$ cat src/rtl/tmr_pkg.sv
package tmr_pkg;
  parameter int CNT_W     = 16;
  parameter int PRE_W     = 8;
  parameter int PRE_LSB   = 8;
  parameter int DIV_SEL_W = 2;
  localparam int DIVCNT_W = 2 ** DIV_SEL_W;

  localparam int A_PRE  = 0;
  localparam int A_DIV  = 1;
  localparam int A_CTRL = 2;
  localparam int A_BUF  = 3;
  localparam int A_OBS  = 4;
  localparam int A_PEND = 5;

  localparam int CTL_RUN  = 0;
  localparam int CTL_LOAD = 1;
  localparam int CTL_AUTO = 2;

  typedef struct packed {
    logic                 run;
    logic                 autoReload;
    logic                 manualLoad;
    logic [PRE_W-1:0]     preVal;
    logic [DIV_SEL_W-1:0] divSel;
    logic [CNT_W-1:0]     bufVal;
  } tmrCtl_t;
endpackage

$ cat src/rtl/tmr_ctrl.sv
module tmr_ctrl
  import tmr_pkg::*;
#(
  parameter int ADDR_W = 3,
  parameter int DATA_W = 32
) (
  input  logic              clk,
  input  logic              rstN,
  input  logic              wrEn,
  input  logic [ADDR_W-1:0] addr,
  input  logic [DATA_W-1:0] wrData,
  output logic [DATA_W-1:0] rdData,
  input  logic              reloadEvt,
  input  logic [CNT_W-1:0]  liveCnt,
  output tmrCtl_t           ctl
);
  logic [DATA_W-1:0]    preCfg;
  logic [DIV_SEL_W-1:0] divCfg;
  logic                 runQ, autoQ, pendQ;
  logic [CNT_W-1:0]     bufQ;
  logic                 wrPre, wrDiv, wrCtrl, wrBuf, wrPend;

  assign wrPre  = wrEn && (int'(addr) == A_PRE);
  assign wrDiv  = wrEn && (int'(addr) == A_DIV);
  assign wrCtrl = wrEn && (int'(addr) == A_CTRL);
  assign wrBuf  = wrEn && (int'(addr) == A_BUF);
  assign wrPend = wrEn && (int'(addr) == A_PEND);

  always_ff @(posedge clk) begin
    if (!rstN) begin
      preCfg <= '0;
      divCfg <= '0;
      runQ   <= 1'b0;
      autoQ  <= 1'b0;
      bufQ   <= '0;
      pendQ  <= 1'b0;
    end else begin
      if (wrPre) preCfg <= wrData;
      if (wrDiv) divCfg <= wrData[DIV_SEL_W-1:0];
      if (wrCtrl) begin
        runQ  <= wrData[CTL_RUN];
        autoQ <= wrData[CTL_AUTO];
      end
      if (wrBuf) bufQ <= wrData[CNT_W-1:0];
      // a refill in the same edge as a clearing write keeps the flag set
      pendQ <= reloadEvt | (pendQ & ~(wrPend & wrData[0]));
    end
  end

  always_comb begin
    ctl            = '0;
    ctl.run        = runQ;
    ctl.autoReload = autoQ;
    ctl.manualLoad = wrCtrl && wrData[CTL_LOAD];
    ctl.preVal     = preCfg[PRE_LSB +: PRE_W];
    ctl.divSel     = divCfg;
    ctl.bufVal     = bufQ;
  end

  always_comb begin
    rdData = '0;
    case (int'(addr))
      A_PRE:  rdData = preCfg;
      A_DIV:  rdData[DIV_SEL_W-1:0] = divCfg;
      A_CTRL: begin
        rdData[CTL_RUN]  = runQ;
        rdData[CTL_AUTO] = autoQ;
      end
      A_BUF:  rdData[CNT_W-1:0] = bufQ;
      A_OBS:  rdData[CNT_W-1:0] = liveCnt;
      A_PEND: rdData[0] = pendQ;
      default: rdData = '0;
    endcase
  end
endmodule

$ cat src/rtl/tmr_dp.sv
module tmr_dp
  import tmr_pkg::*;
(
  input  logic             clk,
  input  logic             rstN,
  input  tmrCtl_t          ctl,
  output logic [CNT_W-1:0] cnt,
  output logic             reloadEvt,
  output logic             irqPulse
);
  logic [PRE_W-1:0]    preCnt;
  logic [DIVCNT_W-1:0] divCnt, divLimit;
  logic                preWrap, divWrap, tick;

  assign divLimit  = DIVCNT_W'((32'd2 << ctl.divSel) - 32'd1);
  // >= keeps the stage sane if the limit is lowered mid-count
  assign preWrap   = preCnt >= ctl.preVal;
  assign divWrap   = divCnt >= divLimit;
  assign tick      = ctl.run && preWrap && divWrap;
  assign reloadEvt = tick && (cnt == '0) && ctl.autoReload && !ctl.manualLoad;

  always_ff @(posedge clk) begin
    if (!rstN || !ctl.run) begin
      preCnt <= '0;
      divCnt <= '0;
    end else if (preWrap) begin
      preCnt <= '0;
      divCnt <= divWrap ? '0 : divCnt + 1'b1;
    end else begin
      preCnt <= preCnt + 1'b1;
    end
  end

  always_ff @(posedge clk) begin
    if (!rstN) begin
      cnt      <= '0;
      irqPulse <= 1'b0;
    end else begin
      irqPulse <= reloadEvt;
      if (ctl.manualLoad)     cnt <= ctl.bufVal;
      else if (tick) begin
        if (cnt != '0)        cnt <= cnt - 1'b1;
        else if (ctl.autoReload) cnt <= ctl.bufVal;
      end
    end
  end
endmodule

$ cat src/rtl/tick_timer.sv
module tick_timer
  import tmr_pkg::*;
#(
  parameter int ADDR_W = 3,
  parameter int DATA_W = 32
) (
  input  logic              clk,
  input  logic              rstN,
  input  logic              wrEn,
  input  logic [ADDR_W-1:0] addr,
  input  logic [DATA_W-1:0] wrData,
  output logic [DATA_W-1:0] rdData,
  output logic              irqPulse
);
  tmrCtl_t          ctlBus;
  logic [CNT_W-1:0] liveCnt;
  logic             reloadEvt;

  tmr_ctrl #(.ADDR_W(ADDR_W), .DATA_W(DATA_W)) u_ctrl (
    .clk(clk), .rstN(rstN), .wrEn(wrEn), .addr(addr), .wrData(wrData),
    .rdData(rdData), .reloadEvt(reloadEvt), .liveCnt(liveCnt), .ctl(ctlBus)
  );

  tmr_dp u_dp (
    .clk(clk), .rstN(rstN), .ctl(ctlBus), .cnt(liveCnt),
    .reloadEvt(reloadEvt), .irqPulse(irqPulse)
  );
endmodule

$ cat config.mk
export PLATFORM = sky130hd
export DESIGN_NAME = tick_timer
export DESIGN_NICKNAME = d
export VERILOG_FILES = /design/src/rtl/tmr_pkg.sv /design/src/rtl/tmr_ctrl.sv /design/src/rtl/tmr_dp.sv /design/src/rtl/tick_timer.sv
export SDC_FILE = /design/constraint.sdc
export NUM_CORES = 1
export LEC_CHECK = 0
export BUFFER_PORTS_ARGS = -buffer_cell sky130_fd_sc_hd__buf_4
export CORE_MARGIN = 5
export CORE_UTILIZATION = 61
export DETAILED_ROUTE_END_ITERATION = 6
export PLACE_DENSITY = 0.95
export SLEW_MARGIN = 20
export SYNTH_ARGS = -nofsm -noshare
export SYNTH_HDL_FRONTEND = slang
export SYNTH_SLANG_ARGS = --single-unit
export TNS_END_PERCENT = 20
$ cat constraint.sdc
create_clock -name clk -period 5 [get_ports clk]
set_input_delay 0.5 -clock clk [delete_from_list [all_inputs] [get_ports clk]]
set_output_delay 0.5 -clock clk [all_outputs]
set_load 0.03 [all_outputs]
==> results.ini <==
[run_status]
status = finished clean

[pwr]
power_frac_seq = 0.545
power_mw = 1.23
peakVddDrop_v = 0.000170
power_switching_uw = 326
comb_power_share = 0.089
swShare = 0.265
p_per_area_nw_per_um2 = 247
p_leak_nw = 1.89
p_clk_frac = 0.366
p_int_uw = 902

[detailed_routing]
num_vias = 4403
wl_um = 12100
ant_nets = 0
first_iter_violations = 891
wire_per_inst_um = 16.9
vias_per_cell = 6.14
remaining_drc_errors = 0
firstDrtPassIters = 6

[critical_path]
path_common_cell = nand2_1
cp_max_fo = 32
worstPathCellList = buf_4 > or2_2 > nor2_1 > nand2_1 > nand2_1 > a21oi_1
setup.worst_path.end_class = flip-flop
critPathKind = in2reg
r2r_slack_ns = 2.24
slowest_delay_ns = 0.88
cp-start-kind = input port
regToRegEndpoint = u_dp.cnt[8]$_SDFFE_PN0P_
crit_slowest_cell = nand2_1
crit_arrival_ns = 3.13
r2r_start = u_dp.cnt[3]$_SDFFE_PN0P_
cp_top_family = simple AND/OR/NAND/NOR gates
crit_cells = 6
cp_data_required_time_ns = 5.22
worst_r2r_path_depth = 6
path_buf_inv = 1

[timing]
tns_ns = 0
fmax_mhz = 344
final.period_utilization = 0.581
timing.final.hold_violations = 0
slew_violations = 0
relSlewSlack = 0.290
setup_viol = 0
finalClockSkew_ns = 0.0101
layout_setup_ws_ns = 2.09
post-route-min-period_ns = 2.91
grt_setup_unrepaired = false
whs_ns = 0.374
max_slew.worst_pin.slew_ns = 1.06

[floorplanning]
initial_utilization = 0.628
die_x_um = 93.9
rows = 30
ios = 71
core_sq_um = 6830
die_h_um = 93.9
die-area_sq_um = 8820

[cells_and_area]
fin_cells = 717
layout-drive-gt1-share = 0.163
seq_area_sq_um = 1640
final_common_cell = nand2_1
finalNetCount = 669
antenna_cells = 0
utilization = 0.729
final.fill_count = 505
multi_input_area_sq_um = 2440
area_growth_pct = 15.9
final_area_sq_um = 4980
layout_common_cells = nand2_1 (130), dfxtp_1 (82), a21oi_1 (74)

[placement]
place_congestion = 0.936
place_ws_ns = 1.76
dpl-instance-area_sq_um = 4790
dp.cells = 701
io_buffers = 70
dp_hpwl_um = 8270

[synthesis]
yosys_warnings = 0
syn_area_per_cell_sq_um = 7.58
synth_seq_cells = 82
synth_cell_types = 48
synth.cell_area_sq_um = 4290
synth_nets = 619
synthCells = 566
ys_seq_area_frac = 0.382

[clock_tree]
clk_pin_slew_ns = 0.09
postCtsSetupBuffers = 0
cts-buffers-inserted = 9
htree_levels = 3
cts_resized = 0
cts_tree = done
ctsHoldBuffers = 0
clk_latency_ns = 0.36
clock_path_buffers = 2
cts_sinks = 82
ctsRootBufferMaster = clkbuf_8

[grt]
gr-usage-all-layers = 0.281
grt.overflow.total = 0
grt_max_degree = 60
grt_pass1_vias = 4229
grt_pass1_wl_um = 20000
antenna_found_initial = 0

[worst_hold_path]
whs_endpoint = u_ctrl.preCfg[27]$_SDFFE_PN0P_
worstHoldStart = wrData[27]
hold_class = in2reg
hold_path_depth = 3

[flow_run]
drv_cap = 0

-- cells by family (layout without fill, tap and decap cells) --
| logic type | count (synthesis) | after routing | share of synthesized area |
|---|---|---|---|
| and+or+nand+nor | 253 | 253 | 0.270 |
| AOI/OAI and AO/OA | 141 | 141 | 0.190 |
| DFF | 82 | 82 | 0.382 |
| muxes | 22 | 22 | 0.0522 |
| buffers and inverters | 47 | 102 | 0.0495 |
| xor gates and xnor gates | 6 | 6 | 0.0122 |
| adders and majority gates | 15 | 15 | 0.0437 |
-- Yosys cell counts, drive strengths merged --
cell type  count  area share
nand2        130        0.11
dfxtp         82        0.38
a21oi         74       0.086
nor2          41       0.036
o21ai         33       0.039
clkbuf        23       0.020
and2          21       0.031
mux2i         19       0.044
ha            15       0.044
inv           14       0.012
nand3         13       0.015
buf           10       0.017
nor3           8      0.0093
nor4           8       0.012
o311ai         7       0.014
or3            6      0.0099
and3           5      0.0073
or4            5       0.010
xor2           5       0.010
a22oi          4      0.0070
a31oi          4      0.0058
nor2b          4      0.0058
o211ai         4      0.0070
o21a           4      0.0070
a211oi         3      0.0052
mux2           3      0.0079
nand4          3      0.0044
a22o           2      0.0041
nand2b         2      0.0029
nand3b         2      0.0035
o22ai          2      0.0029
o31ai          2      0.0067
or2            2      0.0029
a31o           1      0.0020
nor3b          1      0.0017
nor4bb         1      0.0023
o221ai         1      0.0020
or3b           1      0.0026
xnor2          1      0.0020
-- tightest hold or removal path: stages --
cell,delay [ns]
buf_4,0.11
nand2_1,0.04
a21oi_1,0.05
-- metal layers --
layer / global-route usage / up-vias / share of wire
li1: - / 2057 / -
met1: 0.345 / 2037 / 0.40
met2: 0.473 / 264 / 0.48
met3: 0.0729 / 45 / 0.095
met4: 0.103 / 0 / 0.028
met5: 0 / - / 0
-- sequential cells by signal, indices dropped and copies added (netlist names) --
signal	count
u_ctrl.autoQ	1
u_ctrl.bufQ	16
u_ctrl.divCfg	2
u_ctrl.pendQ	1
u_ctrl.preCfg	32
u_ctrl.runQ	1
u_dp.cnt	16
u_dp.divCnt	4
u_dp.irqPulse	1
u_dp.preCnt	8
-- cell type report --
| cell class | count | area share |
|---|---|---|
| Inverter | 14 | 0.0106 |
| Clock inverter | 5 | 0.00754 |
| Timing Repair Buffer | 72 | 0.109 |
| Clock buffer | 11 | 0.0284 |
| Tap cell | 96 | 0.0241 |
| Multi-Input combinational cell | 437 | 0.491 |
| Sequential cell | 82 | 0.330 |
-- power groups by stage --
stage               sequential, mW  clock [mW]  combinational (mW)
floorplan                    0.682           0              0.0640
global placement             0.684           0               0.101
detailed placement           0.685           0               0.105
CTS                          0.669       0.449               0.106
global route                 0.671       0.480               0.118
finish                       0.670       0.449               0.109
-- how the worst max path moves through the flow --
stage	startpoint	slack (ns)	endpoint
floorplan	addr[2]	2.32	rdData[10]
finish	addr[1]	2.09	u_ctrl.preCfg[10]$_SDFFE_PN0P_
global placement	addr[1]	1.89	u_ctrl.preCfg[14]$_SDFFE_PN0P_
global route	addr[1]	1.89	u_ctrl.preCfg[10]$_SDFFE_PN0P_
CTS	u_dp.cnt[3]$_SDFFE_PN0P_	1.97	u_dp.cnt[3]$_SDFFE_PN0P_
detailed placement	addr[2]	1.76	u_dp.cnt[3]$_SDFFE_PN0P_
Power figures use the tool's default switching activity.
